--- config.mk ---
export PLATFORM = sky130hd
export DESIGN_NAME = spi_evt_fifo
export DESIGN_NICKNAME = d
export VERILOG_FILES = /design/src/rtl/spi_evt_pkg.sv /design/src/rtl/sef_byte_fifo.sv /design/src/rtl/sef_event_unit.sv /design/src/rtl/spi_evt_fifo.sv
export SDC_FILE = /design/constraint.sdc
export NUM_CORES = 2
export LEC_CHECK = 0
export ABC_CLOCK_PERIOD_IN_PS = 4250
export BUFFER_PORTS_ARGS = -buffer_cell sky130_fd_sc_hd__buf_2
export CAP_MARGIN = 5
export CORE_MARGIN = 8
export CORE_UTILIZATION = 35
export CTS_CLUSTER_DIAMETER = 100
export DETAILED_ROUTE_END_ITERATION = 7
export GPL_TIMING_DRIVEN = 0
export PLACE_DENSITY = 0.49
export SYNTH_ARGS = -nofsm -noshare
export SYNTH_HDL_FRONTEND = slang
export SYNTH_SLANG_ARGS = --single-unit
--- constraint.sdc ---
create_clock -name clk -period 4.25 [get_ports clk]
set_input_delay 0.6375 -clock clk [delete_from_list [all_inputs] [get_ports clk]]
set_output_delay 0.6375 -clock clk [all_outputs]
set_load 0.01 [all_outputs]
--- src/rtl/spi_evt_pkg.sv ---
package spi_evt_pkg;
    localparam int FLAG_W      = 10;
    localparam int EV_UNDR     = 0;
    localparam int EV_TXOVF    = 1;
    localparam int EV_TXTHR    = 2;
    localparam int EV_RXTHR    = 3;
    localparam int EV_RXOVF    = 4;
    localparam int EV_TXNF     = 8;
    localparam int EV_RXNE     = 9;
    localparam logic [FLAG_W-1:0] FLAG_LIVE = 10'h31F;
    localparam logic [5:0] TX_THR_RST = 6'd4;
    localparam logic [5:0] RX_THR_RST = 6'd3;

    typedef enum logic [2:0] {
        SEL_CTRL = 3'd0,
        SEL_EVT  = 3'd1,
        SEL_MASK = 3'd2,
        SEL_TXD  = 3'd3,
        SEL_RXD  = 3'd4
    } reg_sel_e;
endpackage

--- src/rtl/sef_byte_fifo.sv ---
module sef_byte_fifo #(
    parameter int DEPTH = 32,
    localparam int AW = $clog2(DEPTH),
    localparam int CW = $clog2(DEPTH + 1)
) (
    input  logic          clk,
    input  logic          rst_n,
    input  logic [2:0]    push_n,
    input  logic [31:0]   push_data,
    input  logic [2:0]    pop_n,
    output logic [31:0]   head,
    output logic [CW-1:0] count
);
    // DEPTH must be a power of two so pointers wrap naturally.
    logic [7:0]    mem [DEPTH];
    logic [AW-1:0] wr_ptr;
    logic [AW-1:0] rd_ptr;

    always_ff @(posedge clk) begin
        for (int i = 0; i < 4; i++) begin
            if (i < int'(push_n)) begin
                mem[wr_ptr + AW'(i)] <= push_data[31-8*i -: 8];
            end
        end
    end

    always_ff @(posedge clk) begin
        if (!rst_n) begin
            wr_ptr <= '0;
            rd_ptr <= '0;
            count  <= '0;
        end else begin
            wr_ptr <= wr_ptr + AW'(push_n);
            rd_ptr <= rd_ptr + AW'(pop_n);
            count  <= count + CW'(push_n) - CW'(pop_n);
        end
    end

    always_comb begin
        for (int i = 0; i < 4; i++) begin
            head[31-8*i -: 8] = mem[rd_ptr + AW'(i)];
        end
    end
endmodule

--- src/rtl/sef_event_unit.sv ---
module sef_event_unit #(
    parameter int W = 10
) (
    input  logic         clk,
    input  logic         rst_n,
    input  logic [W-1:0] set_i,
    input  logic [W-1:0] clr_i,
    input  logic [W-1:0] en_i,
    output logic [W-1:0] flags_o,
    output logic         irq_o
);
    always_ff @(posedge clk) begin
        if (!rst_n) begin
            flags_o <= '0;
            irq_o   <= 1'b0;
        end else begin
            // a set in the same cycle as a clear wins
            flags_o <= (flags_o & ~clr_i) | set_i;
            irq_o   <= |(flags_o & en_i);
        end
    end
endmodule

--- src/rtl/spi_evt_fifo.sv ---
module spi_evt_fifo
    import spi_evt_pkg::*;
#(
    parameter int DEPTH = 32
) (
    input  logic        clk,
    input  logic        rst_n,
    input  logic        host_wr,
    input  logic        host_rd,
    input  logic [2:0]  host_addr,
    input  logic        host_byte,
    input  logic [31:0] host_wdata,
    output logic [31:0] host_rdata,
    output logic        irq,
    output logic        eng_tx_valid,
    input  logic        eng_tx_ready,
    output logic [7:0]  eng_tx_byte,
    input  logic        eng_rx_valid,
    output logic        eng_rx_ready,
    input  logic [7:0]  eng_rx_byte
);
    localparam int CW = $clog2(DEPTH + 1);
    localparam logic [CW-1:0] FULL_CNT = CW'(DEPTH);

    reg_sel_e          sel;
    logic [5:0]        tx_thr_q, rx_thr_q;
    logic [FLAG_W-1:0] mask_q;
    logic [FLAG_W-1:0] ev_flags, ev_set, ev_clr;
    logic [CW-1:0]     tx_cnt, rx_cnt;
    logic [31:0]       tx_head, rx_head;
    logic [2:0]        need, tx_push_n, tx_pop_n, rx_push_n, rx_pop_n;
    logic              wr_txd, rd_rxd, tx_ok, rx_ok;
    logic [31:0]       evt_word;

    assign sel    = reg_sel_e'(host_addr);
    assign need   = host_byte ? 3'd1 : 3'd4;
    assign wr_txd = host_wr && (sel == SEL_TXD);
    assign rd_rxd = host_rd && (sel == SEL_RXD);
    assign tx_ok  = (32'(FULL_CNT) - 32'(tx_cnt)) >= 32'(need);
    assign rx_ok  = 32'(rx_cnt) >= 32'(need);

    assign eng_tx_valid = tx_cnt != '0;
    assign eng_tx_byte  = tx_head[31:24];
    assign eng_rx_ready = rx_cnt != FULL_CNT;

    assign tx_push_n = (wr_txd && tx_ok) ? need : 3'd0;
    assign tx_pop_n  = (eng_tx_valid && eng_tx_ready) ? 3'd1 : 3'd0;
    assign rx_push_n = (eng_rx_valid && eng_rx_ready) ? 3'd1 : 3'd0;
    assign rx_pop_n  = (rd_rxd && rx_ok) ? need : 3'd0;

    sef_byte_fifo #(.DEPTH(DEPTH)) u_txq (
        .clk       (clk),
        .rst_n     (rst_n),
        .push_n    (tx_push_n),
        .push_data (host_byte ? {host_wdata[7:0], 24'h0} : host_wdata),
        .pop_n     (tx_pop_n),
        .head      (tx_head),
        .count     (tx_cnt)
    );

    sef_byte_fifo #(.DEPTH(DEPTH)) u_rxq (
        .clk       (clk),
        .rst_n     (rst_n),
        .push_n    (rx_push_n),
        .push_data ({eng_rx_byte, 24'h0}),
        .pop_n     (rx_pop_n),
        .head      (rx_head),
        .count     (rx_cnt)
    );

    always_comb begin
        ev_set           = '0;
        ev_set[EV_UNDR]  = rd_rxd && !rx_ok;
        ev_set[EV_TXOVF] = wr_txd && !tx_ok;
        ev_set[EV_TXTHR] = 32'(tx_cnt) <= 32'(tx_thr_q);
        ev_set[EV_RXTHR] = 32'(rx_cnt) > 32'(rx_thr_q);
        ev_set[EV_RXOVF] = eng_rx_valid && !eng_rx_ready;
        ev_set[EV_TXNF]  = tx_cnt != FULL_CNT;
        ev_set[EV_RXNE]  = rx_cnt != '0;
        ev_clr = (host_wr && sel == SEL_EVT) ? host_wdata[FLAG_W-1:0] : '0;
    end

    sef_event_unit #(.W(FLAG_W)) u_evt (
        .clk     (clk),
        .rst_n   (rst_n),
        .set_i   (ev_set),
        .clr_i   (ev_clr),
        .en_i    (mask_q),
        .flags_o (ev_flags),
        .irq_o   (irq)
    );

    always_ff @(posedge clk) begin
        if (!rst_n) begin
            tx_thr_q <= TX_THR_RST;
            rx_thr_q <= RX_THR_RST;
            mask_q   <= '0;
        end else if (host_wr) begin
            if (sel == SEL_CTRL) begin
                tx_thr_q <= host_wdata[13:8];
                rx_thr_q <= host_wdata[5:0];
            end
            if (sel == SEL_MASK) begin
                mask_q <= host_wdata[FLAG_W-1:0] & FLAG_LIVE;
            end
        end
    end

    always_comb begin
        evt_word                 = '0;
        evt_word[29:24]          = 6'(rx_cnt);
        evt_word[21:16]          = 6'(tx_cnt);
        evt_word[FLAG_W-1:0]     = ev_flags;
        host_rdata = '0;
        case (sel)
            SEL_CTRL: host_rdata = {18'h0, tx_thr_q, 2'b00, rx_thr_q};
            SEL_EVT:  host_rdata = evt_word;
            SEL_MASK: host_rdata = {{(32-FLAG_W){1'b0}}, mask_q};
            SEL_RXD:  host_rdata = !rx_ok ? 32'h0 :
                                   (host_byte ? {24'h0, rx_head[31:24]} : rx_head);
            default:  host_rdata = '0;
        endcase
    end
endmodule

==> reports/results.tsv <==
stage	metric	value	unit
sta	worst_pin_slew	1.54	ns
clock_network	cts.sinks	574	
place	gp_congestion	1.06	
cells_and_area	n_fill_cell	10800	
setup_path	crit_type	input port to register	
logic_synthesis	syn-cell-area	39600	um^2
clock_network	numCtsBuffers	70	
logic_synthesis	synth_ff_type	edfxtp_1	
detailed_routing	vias	35700	
logic_synthesis	yosysTopAreaCell	edfxtp_1	
clock_network	htree_levels	3	
power_and_ir_drop	pwr_density_cell	377	nW/um^2
global_route	grt_max_degree	33	
die	pin_count	93	
global_route	antenna_found_initial	14	
setup_path	crit_chain	buf_2, buf_2, buf_2, buf_4, mux2i_1, clkbuf_1, o221ai_1	
global_route	grt_pass1_wl	302	mm
sta	finalHoldViolCount	0	
die	die_w	352	um
die	initial_core_util	35.2	%
detailed_routing	drt-total-wl	228	mm
sta	relSlewSlack	-2.91	%
place	place_area	42100	um^2
cells_and_area	final_area	46200	um^2
logic_synthesis	synth_edf_count	512	
detailed_routing	drc	3	
setup_path	crit_family	buffers and inverters	
place	place_hpwl	166	mm
setup_path	cp_slowest_cell	clkbuf_1	
power_and_ir_drop	power.total	17.4	mW
die	die_area	124000	um^2
logic_synthesis	yosysSeqAreaShare	42.0	%
sta	fmax	226	MHz
cells_and_area	utilization	41.2	%
clock_network	tritoncts	done	
logic_synthesis	syn_inst	3275	
sta	finalCriticalPeriod	4.43	ns
setup_path	reg2reg_depth	9	
detailed_routing	drt_first_pass_iters	8	
detailed_routing	ant_nets	0	
setup_path	cp.required	4.49	ns
setup_path	cp.arrival	4.67	ns
logic_synthesis	async_reset_ff_share	0	%
detailed_routing	vias_per_cell	7.03	
setup_path	r2r_end	u_txq.mem[1][1]$_DFFE_PP_	
die	num_rows	123	
clock_network	cts_root_buf	clkbuf_16	
sta	tns	-2.56	ns
setup_path	reg2reg_slack	-0.13	ns
clock_network	postCtsHoldBufs	0	
cells_and_area	nets	3616	
power_and_ir_drop	ir_worst_vdd	0.000324	V
sta	clock_skew	0.0368	ns
setup_path	critPathMaxFanout	11	
logic_synthesis	yosys_register_bits	574	
sta	fin_crit_sh	104	%
sta	rsz0062_at_grt	yes	
run_status	violations	DRC, capacitance limit, slew limit, setup timing	
sta	slew_violations	11	
logic_synthesis	ys_warn_count	0	
setup_path	reg2reg_from	u_txq.wr_ptr[1]$_SDFF_PN0_	
logic_synthesis	yosysMostFrequentCell	edfxtp_1	
setup_path	slowest_delay	1.02	ns
power_and_ir_drop	leakagePower	15.0	nW
run_status	status	finished with violations	
cells_and_area	drive_gt1_share	27.9	%
place	place.port_buffers	91	
logic_synthesis	ys_top_cells_by_area	edfxtp_1 (39%), mux4_2 (20%), mux2i_1 (4.2%), dfxtp_1 (3.1%), a22oi_1 (2.6%)	
die	coreArea	112000	um^2
logic_synthesis	yosysUniqueCellTypes	95	
cells_and_area	area_delta_synth_final	16.9	%
logic_synthesis	synth_top_area_share	38.9	%
detailed_routing	drt_iter0_drc	6290	
setup_path	cp-start-kind	input port	
min_path	hp-start	eng_rx_valid	
sta	holdWs	0.270	ns
clock_network	clkTransAtPathRegs	0.06	ns
global_route	overflow	0	
min_path	hold_end	u_evt.flags_o[4]$_SDFF_PN0_	
die	die_h	352	um
min_path	hold_depth	3	
sta	fin_ws	-0.181	ns
min_path	hp-class	input port to register	
global_route	grt_pass1_vias	33800	
detailed_routing	wl_per_cell	44.8	um
global_route	grtUsageTotal	35.1	%
logic_synthesis	synth_fp_nets	3380	
setup_path	path_common_cell	buf_2	
logic_synthesis	avgSynthCellArea	12.1	um^2
setup_path	cp-end-kind	register	
clock_network	clockBufferDepth	3	
logic_synthesis	synthTopCellsByCount	edfxtp_1 (512), mux4_2 (356), nand2_1 (234)	
job	maxCapViolations	1	
sta	setup_viol	38	
clock_network	clkLatencyLatePin	0.68	ns
setup_path	crit_buf_inv	5	
worst max-delay path by stage:
stage	start	end	slack [ns]	cells after the start
after global placement	u_rxq.rd_ptr[0]$_SDFF_PN0_	host_rdata[4]	-2.51	14
after global routing	u_rxq.rd_ptr[1]$_SDFF_PN0_	host_rdata[6]	-0.12	11
after CTS	u_rxq.rd_ptr[1]$_SDFF_PN0_	host_rdata[6]	-0.20	11
after detailed placement	u_rxq.rd_ptr[0]$_SDFF_PN0_	host_rdata[0]	-2.20	15
after floorplan	u_rxq.rd_ptr[0]$_SDFF_PN0_	host_rdata[6]	0.13	13
final	host_byte	u_txq.mem[24][3]$_DFFE_PP_	-0.18	7
per-stage QoR:
step                      cells  setup WS, ns
after floorplan            3275         0.127
after global placement     4866         -2.51
after detailed placement   4883         -2.20
after CTS                  5043        -0.205
after global routing       5067        -0.116
final                      5077        -0.181
placed cells by master, fill, tap and decap left out, types with 112 or more instances in the layout:
| master | n |
|---|---|
| edfxtp_1 | 512 |
| buf_2 | 141 |
| a22oi_1 | 130 |
| nand2_1 | 230 |
| clkbuf_1 | 157 |
| nor2_1 | 180 |
| a21oi_1 | 112 |
| mux4_2 | 356 |
| o21ai_0 | 153 |
| mux2i_1 | 159 |
worst reg2reg max path: cells and delay by family, from the launching register on:
family	cells	cell delay [ns]
buf+inv	3	0.99
simple gates	3	1.53
flops	1	0.50
compound gates	3	0.97
metal layers:
metal,global-route usage [%],part of all wire (%)
met2,53.3,43
met3,9.35,10
met5,0,0.018
met4,27.4,9.9
met1,42.3,36
state kept, by name, indices dropped and copies added, names as in the netlist:
register and count:
u_rxq.mem 256, rx_thr_q 6, u_txq.rd_ptr 5, u_evt.irq_o 1, u_txq.wr_ptr 5, u_rxq.rd_ptr 5
tx_thr_q 6, u_rxq.count 6, u_rxq.wr_ptr 5, u_txq.count 6, mask_q 7, u_evt.flags_o 10
u_txq.mem 256
layout make-up:
class | instances | area (um^2) | area share, %
antenna | 12 | 30.0 | 0.0649
buffer | 323 | 2110 | 4.55
clock buffer | 81 | 1810 | 3.92
clock inverter | 45 | 429 | 0.928
inverter | 50 | 196 | 0.425
multi-input combinational | 2324 | 21900 | 47.4
sequential | 574 | 16600 | 36.0
tap | 1500 | 1880 | 4.06
timing repair buffer | 168 | 1240 | 2.68
report_power, final:
| part | switching, mW | internal (mW) | total [mW] | leakage, nW |
|---|---|---|---|---|
| clock network | 2.67 | 3.40 | 6.06 | 1.09 |
| registers | 0.163 | 6.30 | 6.46 | 5.12 |
| logic | 3.30 | 1.60 | 4.90 | 8.79 |
| total | 6.13 | 11.3 | 17.4 | 15.0 |
logic make-up (layout without fill, tap and decap cells):
kind of cell / Yosys count / after routing / share of synthesized area [%]
compound gates: 912 / 912 / 15.9
simple gates: 769 / 769 / 9.91
flops: 574 / 574 / 42.0
mux: 552 / 552 / 25.3
buf+inv: 377 / 667 / 4.21
fa+ha+maj: 55 / 55 / 1.78
xor+xnor: 36 / 36 / 0.873
other cells: 0 / 12 / 0
what timing repair did:
item,4_1_cts,5_1_grt
pin swaps,28,12
endpoints found under the hold margin,0,0
setup endpoints to repair,337,150
gates resized for setup,278,70
setup buffers,32,21
cloned,4,2
(Power assumes the default switching activity.)
